==> src/rtl/dic_pkg.sv <==
package dic_pkg;
  // channel status bit positions
  localparam int CS_EN   = 0;
  localparam int CS_HALT = 2;
  localparam int CS_TERM = 3;
  localparam int CS_AERR = 4;
  localparam int CS_D8   = 30;
  // channel control bit positions
  localparam int CC_IE   = 1;
  // global control bit positions
  localparam int GC_EN   = 0;
  localparam int GC_AERR = 2;
  localparam int GC_HALT = 3;
  localparam int GC_FAST = 31;
  // offsets inside a channel slot
  localparam logic [4:0] OFF_CSTAT = 5'h10;
  localparam logic [4:0] OFF_CCTL  = 5'h14;
  // offsets inside the global window
  localparam int GOFF_CTRL = 'h000;
  localparam int GOFF_PEND = 'h004;

  typedef enum logic [2:0] {
    SEL_NONE,
    SEL_CSTAT,
    SEL_CCTL,
    SEL_GCTRL,
    SEL_GPEND
  } sel_e;
endpackage

==> src/rtl/dic_regif.sv <==
module dic_regif
  import dic_pkg::*;
#(
  parameter int NUM_CH = 32,
  parameter int ADDR_W = 13,
  parameter int DATA_W = 32
) (
  input  logic                          clk,
  input  logic                          rst,
  input  logic                          reg_wr,
  input  logic                          reg_rd,
  input  logic [ADDR_W-1:0]             reg_addr,
  output logic [NUM_CH-1:0]             wr_cstat,
  output logic [NUM_CH-1:0]             wr_cctl,
  output logic                          wr_gctrl,
  output logic                          wr_gpend,
  input  logic [NUM_CH-1:0]             en_v,
  input  logic [NUM_CH-1:0]             d8_v,
  input  logic [NUM_CH-1:0]             halt_v,
  input  logic [NUM_CH-1:0]             term_v,
  input  logic [NUM_CH-1:0]             aerr_v,
  input  logic [NUM_CH-1:0]             ie_v,
  input  logic                          g_en,
  input  logic                          g_fast,
  input  logic                          g_halt,
  input  logic                          g_aerr,
  input  logic [NUM_CH-1:0]             pend,
  output logic [DATA_W-1:0]             reg_rdata,
  output logic                          reg_rvalid
);
  localparam int SLOT_W = ADDR_W - 6;
  localparam int CH_W   = (NUM_CH > 1) ? $clog2(NUM_CH) : 1;
  localparam logic [SLOT_W:0]   NUM_CH_L = (SLOT_W+1)'(NUM_CH);
  localparam logic [ADDR_W-2:0] G_CTRL   = (ADDR_W-1)'(GOFF_CTRL);
  localparam logic [ADDR_W-2:0] G_PEND   = (ADDR_W-1)'(GOFF_PEND);

  logic [SLOT_W-1:0] ch_slot;
  logic [CH_W-1:0]   ch_idx;
  sel_e              sel;
  logic [DATA_W-1:0] rd_word;

  assign ch_slot = reg_addr[ADDR_W-2:5];
  assign ch_idx  = ch_slot[CH_W-1:0];

  always_comb begin
    sel = SEL_NONE;
    if (reg_addr[ADDR_W-1]) begin
      if (reg_addr[ADDR_W-2:0] == G_CTRL)      sel = SEL_GCTRL;
      else if (reg_addr[ADDR_W-2:0] == G_PEND) sel = SEL_GPEND;
    end else if ({1'b0, ch_slot} < NUM_CH_L) begin
      if (reg_addr[4:0] == OFF_CSTAT)      sel = SEL_CSTAT;
      else if (reg_addr[4:0] == OFF_CCTL)  sel = SEL_CCTL;
    end
  end

  assign wr_cstat = (reg_wr && sel == SEL_CSTAT) ? (NUM_CH'(1) << ch_idx) : '0;
  assign wr_cctl  = (reg_wr && sel == SEL_CCTL)  ? (NUM_CH'(1) << ch_idx) : '0;
  assign wr_gctrl = reg_wr && (sel == SEL_GCTRL);
  assign wr_gpend = reg_wr && (sel == SEL_GPEND);

  always_comb begin
    rd_word = '0;
    case (sel)
      SEL_CSTAT: begin
        rd_word[CS_EN]   = en_v[ch_idx];
        rd_word[CS_HALT] = halt_v[ch_idx];
        rd_word[CS_TERM] = term_v[ch_idx];
        rd_word[CS_AERR] = aerr_v[ch_idx];
        rd_word[CS_D8]   = d8_v[ch_idx];
      end
      SEL_CCTL:  rd_word[CC_IE] = ie_v[ch_idx];
      SEL_GCTRL: begin
        rd_word[GC_EN]   = g_en;
        rd_word[GC_AERR] = g_aerr;
        rd_word[GC_HALT] = g_halt;
        rd_word[GC_FAST] = g_fast;
      end
      SEL_GPEND: rd_word[NUM_CH-1:0] = pend;
      default:   rd_word = '0;
    endcase
  end

  always_ff @(posedge clk) begin
    if (rst) begin
      reg_rdata  <= '0;
      reg_rvalid <= 1'b0;
    end else begin
      reg_rvalid <= reg_rd;
      reg_rdata  <= reg_rd ? rd_word : '0;
    end
  end

  AST_RD_LATENCY: assert property (@(posedge clk) disable iff (rst)
    reg_rd |=> reg_rvalid);
  AST_ONE_CHAN_WR: assert property (@(posedge clk) disable iff (rst)
    $onehot0(wr_cstat | wr_cctl));
endmodule

==> src/rtl/dic_chan_bank.sv <==
module dic_chan_bank
  import dic_pkg::*;
#(
  parameter int NUM_CH = 32,
  parameter int DATA_W = 32
) (
  input  logic              clk,
  input  logic              rst,
  input  logic [NUM_CH-1:0] wr_cstat,
  input  logic [NUM_CH-1:0] wr_cctl,
  input  logic [DATA_W-1:0] wdata,
  input  logic [NUM_CH-1:0] ev_term,
  input  logic [NUM_CH-1:0] ev_halt,
  input  logic [NUM_CH-1:0] ev_aerr,
  output logic [NUM_CH-1:0] en_v,
  output logic [NUM_CH-1:0] d8_v,
  output logic [NUM_CH-1:0] halt_v,
  output logic [NUM_CH-1:0] term_v,
  output logic [NUM_CH-1:0] aerr_v,
  output logic [NUM_CH-1:0] ie_v,
  output logic [NUM_CH-1:0] pend_set
);
  logic unused_wbits;
  assign unused_wbits = ^wdata;

  // every channel can see an event in the same cycle, so state is flops
  always_ff @(posedge clk) begin
    if (rst) begin
      en_v   <= '0;
      d8_v   <= '0;
      halt_v <= '0;
      term_v <= '0;
      aerr_v <= '0;
      ie_v   <= '0;
    end else begin
      for (int i = 0; i < NUM_CH; i++) begin
        if (wr_cstat[i]) begin
          en_v[i]   <= wdata[CS_EN];
          d8_v[i]   <= wdata[CS_D8];
          halt_v[i] <= wdata[CS_HALT] | ev_halt[i];
          term_v[i] <= wdata[CS_TERM] | ev_term[i];
          aerr_v[i] <= wdata[CS_AERR] | ev_aerr[i];
        end else begin
          halt_v[i] <= halt_v[i] | ev_halt[i];
          term_v[i] <= term_v[i] | ev_term[i];
          aerr_v[i] <= aerr_v[i] | ev_aerr[i];
        end
        if (wr_cctl[i]) ie_v[i] <= wdata[CC_IE];
      end
    end
  end

  assign pend_set = (ev_term & ie_v) | ev_halt | ev_aerr;

  for (genvar g = 0; g < NUM_CH; g++) begin : g_chk
    AST_TERM_EVT_WINS: assert property (@(posedge clk) disable iff (rst)
      ev_term[g] |=> term_v[g]);
    AST_AERR_EVT_WINS: assert property (@(posedge clk) disable iff (rst)
      ev_aerr[g] |=> aerr_v[g]);
    AST_STAT_CLEAR: assert property (@(posedge clk) disable iff (rst)
      (wr_cstat[g] && !wdata[CS_HALT] && !ev_halt[g]) |=> !halt_v[g]);
  end
endmodule

==> src/rtl/dic_global.sv <==
module dic_global
  import dic_pkg::*;
#(
  parameter int NUM_CH = 32,
  parameter int DATA_W = 32
) (
  input  logic              clk,
  input  logic              rst,
  input  logic              wr_gctrl,
  input  logic              wr_gpend,
  input  logic [DATA_W-1:0] wdata,
  input  logic [NUM_CH-1:0] pend_set,
  input  logic              any_halt,
  input  logic              any_aerr,
  output logic              g_en,
  output logic              g_fast,
  output logic              g_halt,
  output logic              g_aerr,
  output logic [NUM_CH-1:0] pend,
  output logic              irq_o
);
  logic              en_n, fast_n, halt_n, aerr_n;
  logic [NUM_CH-1:0] pend_n;
  logic              unused_wbits;
  assign unused_wbits = ^wdata;

  always_comb begin
    en_n   = wr_gctrl ? wdata[GC_EN]   : g_en;
    fast_n = wr_gctrl ? wdata[GC_FAST] : g_fast;
    halt_n = (wr_gctrl ? (g_halt & wdata[GC_HALT]) : g_halt) | any_halt;
    aerr_n = (wr_gctrl ? (g_aerr & wdata[GC_AERR]) : g_aerr) | any_aerr;
    pend_n = (wr_gpend ? wdata[NUM_CH-1:0] : pend) | pend_set;
  end

  always_ff @(posedge clk) begin
    if (rst) begin
      g_en   <= 1'b0;
      g_fast <= 1'b0;
      g_halt <= 1'b0;
      g_aerr <= 1'b0;
      pend   <= '0;
      irq_o  <= 1'b0;
    end else begin
      g_en   <= en_n;
      g_fast <= fast_n;
      g_halt <= halt_n;
      g_aerr <= aerr_n;
      pend   <= pend_n;
      irq_o  <= en_n & (|pend_n);
    end
  end

  AST_PEND_SETS: assert property (@(posedge clk) disable iff (rst)
    (|pend_set) |=> ((pend & $past(pend_set)) == $past(pend_set)));
  AST_PEND_HOLD: assert property (@(posedge clk) disable iff (rst)
    !wr_gpend |=> ((pend & $past(pend)) == $past(pend)));
  AST_HALT_SUMMARY: assert property (@(posedge clk) disable iff (rst)
    any_halt |=> g_halt);
  AST_SUMMARY_STICKY: assert property (@(posedge clk) disable iff (rst)
    (g_halt && !wr_gctrl) |=> g_halt);
  AST_IRQ_GATED: assert property (@(posedge clk) disable iff (rst)
    !g_en |-> !irq_o);
endmodule

==> src/rtl/dma_irq_collector.sv <==
module dma_irq_collector
  import dic_pkg::*;
#(
  parameter int NUM_CH = 32,
  parameter int ADDR_W = 13,
  parameter int DATA_W = 32
) (
  input  logic              clk,
  input  logic              rst,
  input  logic              reg_wr,
  input  logic              reg_rd,
  input  logic [ADDR_W-1:0] reg_addr,
  input  logic [DATA_W-1:0] reg_wdata,
  output logic [DATA_W-1:0] reg_rdata,
  output logic              reg_rvalid,
  input  logic [NUM_CH-1:0] ch_term_ev,
  input  logic [NUM_CH-1:0] ch_halt_ev,
  input  logic [NUM_CH-1:0] ch_aerr_ev,
  output logic              irq_o
);
  logic [NUM_CH-1:0] wr_cstat, wr_cctl;
  logic              wr_gctrl, wr_gpend;
  logic [NUM_CH-1:0] en_v, d8_v, halt_v, term_v, aerr_v, ie_v, pend_set, pend;
  logic              g_en, g_fast, g_halt, g_aerr;

  dic_regif #(.NUM_CH(NUM_CH), .ADDR_W(ADDR_W), .DATA_W(DATA_W)) u_regif (
    .clk(clk), .rst(rst), .reg_wr(reg_wr), .reg_rd(reg_rd), .reg_addr(reg_addr),
    .wr_cstat(wr_cstat), .wr_cctl(wr_cctl), .wr_gctrl(wr_gctrl), .wr_gpend(wr_gpend),
    .en_v(en_v), .d8_v(d8_v), .halt_v(halt_v), .term_v(term_v), .aerr_v(aerr_v),
    .ie_v(ie_v), .g_en(g_en), .g_fast(g_fast), .g_halt(g_halt), .g_aerr(g_aerr),
    .pend(pend), .reg_rdata(reg_rdata), .reg_rvalid(reg_rvalid)
  );

  dic_chan_bank #(.NUM_CH(NUM_CH), .DATA_W(DATA_W)) u_bank (
    .clk(clk), .rst(rst), .wr_cstat(wr_cstat), .wr_cctl(wr_cctl), .wdata(reg_wdata),
    .ev_term(ch_term_ev), .ev_halt(ch_halt_ev), .ev_aerr(ch_aerr_ev),
    .en_v(en_v), .d8_v(d8_v), .halt_v(halt_v), .term_v(term_v), .aerr_v(aerr_v),
    .ie_v(ie_v), .pend_set(pend_set)
  );

  dic_global #(.NUM_CH(NUM_CH), .DATA_W(DATA_W)) u_glob (
    .clk(clk), .rst(rst), .wr_gctrl(wr_gctrl), .wr_gpend(wr_gpend), .wdata(reg_wdata),
    .pend_set(pend_set), .any_halt(|ch_halt_ev), .any_aerr(|ch_aerr_ev),
    .g_en(g_en), .g_fast(g_fast), .g_halt(g_halt), .g_aerr(g_aerr),
    .pend(pend), .irq_o(irq_o)
  );
endmodule

==> config.mk <==
export PLATFORM = sky130hd
export DESIGN_NAME = dma_irq_collector
export DESIGN_NICKNAME = d
export VERILOG_FILES = /design/src/rtl/dic_pkg.sv /design/src/rtl/dic_regif.sv /design/src/rtl/dic_chan_bank.sv /design/src/rtl/dic_global.sv /design/src/rtl/dma_irq_collector.sv
export SDC_FILE = /design/constraint.sdc
export NUM_CORES = 1
export LEC_CHECK = 0
export BUFFER_PORTS_ARGS = -buffer_cell sky130_fd_sc_hd__buf_2
export CORE_MARGIN = 2
export CORE_UTILIZATION = 35
export CTS_CLUSTER_SIZE = 28
export DETAILED_ROUTE_END_ITERATION = 8
export PLACE_DENSITY = 0.64
export SLEW_MARGIN = 20
export SYNTH_ARGS = -nofsm -noshare
export SYNTH_HDL_FRONTEND = slang
export SYNTH_HIERARCHICAL = 1
export SYNTH_SLANG_ARGS = --single-unit
==> constraint.sdc <==
create_clock -name clk -period 4.5 [get_ports clk]
set_input_delay 0.45 -clock clk [delete_from_list [all_inputs] [get_ports clk]]
set_output_delay 0.45 -clock clk [all_outputs]
set_load 0.03 [all_outputs]
-- Word-level counts from Yosys, hierarchy flattened
Cells that the tools add are included.
- mux-type cells: 126
- equal/unequal tests: 7
- shifts and indexed selects: 1
- bitwise operators: 203
- reductions and logical operators: 10
- order comparisons: 2
- operators by type and width (operator ; number):
    1-bit bitwise OR ; 194
    1-bit 2-to-1 mux ; 105
    32-bit 2-to-1 mux ; 3
    32-bit bitwise OR ; 3
    32-bit OR reduction ; 3
    32-bit bitwise AND ; 1
    1-bit by 5-bit left shift with 32-bit output (first input constant) ; 1
    1-bit binary-select mux with 5-bit select ; 6
    3-bit 2-to-1 mux ; 5
    12-bit by 3-bit == test with 1-bit output (second input constant) ; 1
    12-bit logical NOT ; 1
    5-bit == test (second input constant) ; 2
    1-bit case mux with 2 select lines ; 4
    7-bit by 6-bit < comparator with 1-bit output (second input constant) ; 1
    3-bit by 2-bit == test with 1-bit output (second input constant) ; 2
    5-bit by 6-bit < comparator with 1-bit output (second input constant) ; 1
    2-bit case mux with 3 select lines ; 1
    1-bit logical AND ; 4
    1-bit bitwise AND ; 3
    3-bit by 1-bit == test with 1-bit output (second input constant) ; 1
    3-bit == test (second input constant) ; 1
    1-bit case mux with 3 select lines ; 1
    3-bit OR reduction ; 1
    2-bit 2-to-1 mux ; 1
    other kinds (2) ; 3
- input bits: 145
- register bits after elaboration: 262

-- Depth between registers and ports, before layout
- word-level depth: 11
- depth in mapped cells: 12
- gate-level depth less buffers: 8

-- Hierarchy
Netlist, hierarchy kept.
- by module, submodules not included (module ; times used ; cells each ; area each (sq um)):
    dic_chan_bank ; 1 ; 807 ; 7775.0
    dic_regif ; 1 ; 320 ; 3134.3
    dic_global ; 1 ; 172 ; 1652.8
    dma_irq_collector ; 1 ; 22 ; 150.1

-- Least setup slack after synthesis
No wires, ideal clock.
- path kind: in2reg
- from: input reg_addr[6]
- to: register u_glob.irq_o
- slack: 1776 ps
- path buffers: 4
- stages on the path: 12
- arrival time: 2599 ps
- cells stage by stage: buf_6 > buf_6 > nor3_2 > nand4b_1 > inv_1 > and2_1 > buf_6 > buf_6 > mux2_4 > nor4_2 > nand4_1 > o41a_1
- cells in the longest elaborated chain, start to end: 10
- elaborated cells between the ends (all ways): 16
- classes of those cells: order compare: 1; eq/ne: 3; mux: 6; bitwise: 2; reduce/logical: 4
- ends and longest elaborated chain (what ; line ; RTL):
    from (decl) ; dma_irq_collector.sv:12 ; input logic [ADDR_W-1:0] reg_addr,
    branches (longest 3 deep; another with 7-bit by 6-bit < comparator with 1-bit output) ; - ;
    3-bit 2-to-1 mux (*) ; dic_regif.sv:47 ; if (reg_addr[ADDR_W-1]) begin
    3-bit == test (*) ; dic_regif.sv:59 ; assign wr_gpend = reg_wr && (sel == SEL_GPEND);
    1-bit logical AND (*) ; dic_regif.sv:59 ;
    via wr_gpend ; dma_irq_collector.sv:22 ; logic wr_gctrl, wr_gpend;
    32-bit 2-to-1 mux (*) ; dic_global.sv:32 ; pend_n = (wr_gpend ? wdata[NUM_CH-1:0] : pend) | pend_set;
    32-bit bitwise OR (*) ; dic_global.sv:32 ;
    32-bit OR reduction (*) ; dic_global.sv:49 ; irq_o <= en_n & (|pend_n);
    1-bit bitwise AND (*) ; dic_global.sv:49 ;
    to (signal assigned) ; dic_global.sv:49 ;
    to (decl) ; dic_global.sv:20 ; output logic irq_o
Mark *: on every way through the listed nets, which the timed path passes.
A chain may end at the register's enable or synchronous reset.

-- Final worst setup path
- from: input reg_addr[9]
- to: register u_glob.irq_o
Same word-level chain as after synthesis.

==> impl_summary.txt <==
----------------------------------------------------
[Synth]
  Share of flip-flops with an asynchronous set or reset after synthesis ... 0%
  Netlist area before placement ... 12700 sq um
  Most used flip-flop cell after synthesis ... sky130_fd_sc_hd__dfxtp_1
  Number of nets in the synthesized netlist ... 1466
  Synthesis warning total ... 6
  FF+latch count, synth ... 262
  Mapped Avg Cell Area ... 9.62 sq um
  Cells after Synth ... 1321
  Number of different library cells in the post-synthesis netlist ... 46
  Share of synthesized area occupied by flip-flops and latches ... 41.3%
  Number of flops mapped to enable cells by yosys ... 0

[Routing]
  Via density per instance ... 5.25
  Wire length per cell ... 20.7 um
  Remaining number of nets flagged by the antenna check after routing ... 0
  Vias after detailed routing ... 10100
  Number of DRC violations after detailed-routing iteration 0 ... 673
  First drt pass iteration count ... 5
  DRC errors left ... 0
  Wire length reported by the detailed router ... 39700 um

[STA]
  Post-route setup slack ... 1270 ps
  Worst-case headroom to the max-slew limit ... 35.8%
  Hold Violations, Final ... 0
  Setup repair after global routing missed its margin ... no
  Period utilization ... 71.7%
  Setup TNS ... 0 ps
  Top achievable clock speed ... 310 MHz
  Skew final ... 9.81 ps
  Final min period ... 3230 ps
  Final setup violating endpoints ... 0
  Slew Limit Fails ... 0
  Transition time at the pin with the least slew margin ... 959 ps

[Final layout]
  Utilization after layout ... 40.7%
  Share of post-route cells with drive strength above 1 ... 22.0%
  Area growth from synthesis to layout ... 14.3%
  Final cell area excluding filler cells ... 14500 sq um
  Number of nets in the finished design ... 1576

[GRT]
  Global Route Usage Sum ... 20.3%
  Global-route wire length before repair ... 58700 um
  Final global-route overflow total ... 0
  Largest net degree at the start of global routing ... 111
  Initial antenna violation count ... 4
  Number of global-route vias before repair ... 9737

[Floorplanning]
  Die width ... 195 um
  Site Rows ... 69
  Die area ... 37900 sq um
  Total I/O pin count ... 179
  Core Region ... 35700 sq um
  Overall die height ... 195 um
  Initial Util ... 35.7%

[CTS]
  CTS tree ... yes
  Total clock buffers created by CTS ... 26
  CTS clk-pin slew, worst paths ... 70 ps
  H-Tree Depth ... 1
  Clock tree root driver cell ... sky130_fd_sc_hd__clkbuf_16
  Skew-Pair Late Insertion Delay ... 530 ps
  Count of cells resized by post-cts repair ... 0
  Count of clock tree sinks ... 262
  Maximum root-to-sink buffer count ... 3
  Total setup buffers inserted after CTS ... 0
  Hold buffer count at cts ... 0

[Worst hold path]
  Hold path startpoint ... ch_term_ev[13]
  Cell depth of the worst min-delay path ... 3
  Path type of the worst min-delay path ... in2reg
  End of the worst hold path ... u_bank/term_v[13]$_SDFF_PP0_

[Placed design]
  Placer's final routability congestion estimate ... 0.873
  Placed wire-length estimate ... 29100 um
  Worst slack after detailed placement ... 817 ps
  Cell area after placement ... 13600 sq um
  Count of input and output buffers ... 178

[Power]
  Sequential fraction of design power ... 46.2%
  Clock network power share ... 44.4%
  Standby leakage power ... 5.60 nW
  Worst voltage drop across the vdd grid ... 0.251 mV
  Switching share of power ... 23.9%
  Power density relative to cell area ... 364 nW/um^2
  Combinational power share ... 9.4%
  Cell internal power dissipation ... 0.00403 W
  Switching power ... 0.00126 W

[Worst setup path]
  Worst r2r path cells ... 4
  Reg-to-reg slack, setup ... 2610 ps
  Required time worst endpoint ... 4920 ps
  Biggest fanout along the worst timing path ... 32
  Endpoint arrival time on the critical path ... 3650 ps
  Setup crit end kind ... flop
  Startpoint type of the worst setup path ... primary input
  Critical R2R Capture ... u_regif/reg_rdata[1]$_SDFF_PP0_
  Type of the setup path with the least slack ... in2reg
  Worst reg2reg startpoint ... u_bank/ie_v[1]$_SDFFE_PP0P_
  Worst setup path start ... reg_addr[9]

[Run status]
  Status ... finished, final reports clean

[Job]
  Max-cap viol count ... 0

----------------------------------------------------
## cells by family after synthesis
kind of cell | count (synthesis) | share of synthesized area, %
buffers and inverters | 206 | 8.49
AND/OR/NAND/NOR | 434 | 16.0
multiplexers | 297 | 28.7
flip-flops | 262 | 41.3
AO/OA/AOI/OAI | 122 | 5.55
## critical path: stages
cell,delay (ps)
sky130_fd_sc_hd__buf_2,260
sky130_fd_sc_hd__nor4_1,360
sky130_fd_sc_hd__nand4b_1,360
sky130_fd_sc_hd__inv_1,210
sky130_fd_sc_hd__and2_2,740
sky130_fd_sc_hd__mux2_1,400
sky130_fd_sc_hd__nor4_1,340
sky130_fd_sc_hd__nand4_1,140
sky130_fd_sc_hd__o41a_1,370
## metrics by stage
stage / power, W / instances / hold slack, ps
floorplan: 0.00279 / 1321 / 422
global placement: 0.00298 / 1864 / 438
detailed placement: 0.00299 / 1864 / 433
CTS: 0.00531 / 1912 / 151
global route: 0.00546 / 1912 / 165
finish: 0.00529 / 1915 / 162
## area by class of cell
type	instances	area [sq um]
Tap cell	461	577
Clock buffer	41	828
Multi-Input combinational cell	853	6390
Antenna cell	3	7.51
Inverter	97	364
Sequential cell	262	5250
Clock inverter	7	110
Fill cell	3483	21100
Timing Repair Buffer	191	1010
## sequential cells by signal (all words and copies together) (netlist names)
name                count
u_glob/g_fast           1
u_glob/g_aerr           1
u_bank/aerr_v          32
u_bank/d8_v            32
u_glob/g_en             1
u_bank/term_v          32
u_regif/reg_rdata      32
u_bank/en_v            32
u_glob/irq_o            1
u_glob/pend            32
u_glob/g_halt           1
u_bank/ie_v            32
u_bank/halt_v          32
u_regif/reg_rvalid      1
## layout by cell type, fill, tap and decap left out, types with 9 or more instances in the layout
cell type / count
sky130_fd_sc_hd__mux2_2: 13
sky130_fd_sc_hd__mux4_2: 42
sky130_fd_sc_hd__dfxtp_1: 262
sky130_fd_sc_hd__a21oi_1: 97
sky130_fd_sc_hd__inv_1: 97
sky130_fd_sc_hd__a21oi_2: 9
sky130_fd_sc_hd__buf_4: 12
sky130_fd_sc_hd__nand4_1: 10
sky130_fd_sc_hd__nor2b_1: 10
sky130_fd_sc_hd__nand2_1: 47
sky130_fd_sc_hd__clkbuf_8: 10
sky130_fd_sc_hd__nor4_1: 29
sky130_fd_sc_hd__and2_1: 27
sky130_fd_sc_hd__nand3_1: 46
sky130_fd_sc_hd__buf_2: 177
sky130_fd_sc_hd__clkbuf_16: 27
sky130_fd_sc_hd__nor2_1: 229
sky130_fd_sc_hd__mux2i_1: 210
sky130_fd_sc_hd__mux2_1: 20
## metal layers
metal | track usage, % | vias to the layer above | part of all wire (%)
li1 | - | 4741 | -
met1 | 25.4 | 4869 | 41
met2 | 33.8 | 373 | 47
met3 | 4.55 | 78 | 7.4
met4 | 8.55 | 2 | 4.4
met5 | 0 | - | 0.033
## how the worst max path moves through the flow
stage                         endpoint  slack, ps  cells past startpoint
2_1_floorplan  u_glob/irq_o$_SDFF_PP0_       1780                     12
3_3_place_gp   u_glob/irq_o$_SDFF_PP0_        900                      9
3_5_place_dp   u_glob/irq_o$_SDFF_PP0_        820                      9
4_1_cts        u_glob/irq_o$_SDFF_PP0_       1360                      9
5_1_grt        u_glob/irq_o$_SDFF_PP0_       1140                      9
6_report       u_glob/irq_o$_SDFF_PP0_       1270                      9
## power by group through the flow
stage                     Sequential [W]  Clock, W  Combinational, W
final                            0.00244   0.00235          0.000496
after global routing             0.00245   0.00247          0.000532
after CTS                        0.00244   0.00238          0.000493
after detailed placement         0.00249         0          0.000491
after global placement           0.00249         0          0.000485
after floorplan                  0.00248         0          0.000307
## synthesized netlist by cell type, types with 2 or more instances
library cell	number	area (sq um)
sky130_fd_sc_hd__dfxtp_1	262	5250
sky130_fd_sc_hd__nor2_1	229	860
sky130_fd_sc_hd__mux2i_1	210	2100
sky130_fd_sc_hd__a21oi_1	97	485
sky130_fd_sc_hd__inv_1	97	364
sky130_fd_sc_hd__nand2_1	47	176
sky130_fd_sc_hd__nand3_1	46	230
sky130_fd_sc_hd__mux4_2	42	946
sky130_fd_sc_hd__buf_2	39	195
sky130_fd_sc_hd__buf_4	36	270
sky130_fd_sc_hd__nor4_1	29	181
sky130_fd_sc_hd__and2_1	28	175
sky130_fd_sc_hd__mux2_1	20	225
sky130_fd_sc_hd__clkbuf_1	17	63.8
sky130_fd_sc_hd__buf_6	14	158
sky130_fd_sc_hd__mux2_2	13	146
sky130_fd_sc_hd__nand4_1	10	62.6
sky130_fd_sc_hd__nor2b_1	10	62.6
sky130_fd_sc_hd__a21oi_2	9	78.8
sky130_fd_sc_hd__mux2_4	8	120
sky130_fd_sc_hd__nor4_2	8	100
sky130_fd_sc_hd__nor3_1	7	35.0
sky130_fd_sc_hd__nand2b_1	6	37.5
sky130_fd_sc_hd__mux4_1	4	105
sky130_fd_sc_hd__and3_1	3	18.8
sky130_fd_sc_hd__a221oi_1	2	17.5
sky130_fd_sc_hd__a22oi_1	2	15.0
sky130_fd_sc_hd__a32o_1	2	20.0
sky130_fd_sc_hd__nand3b_1	2	15.0
sky130_fd_sc_hd__nor3b_1	2	15.0
sky130_fd_sc_hd__o2111ai_1	2	17.5
sky130_fd_sc_hd__o21ai_0	2	10.0
sky130_fd_sc_hd__or2_1	2	12.5
sky130_fd_sc_hd__or3_1	2	12.5
Note: power is estimated with default switching activity, not from simulation.
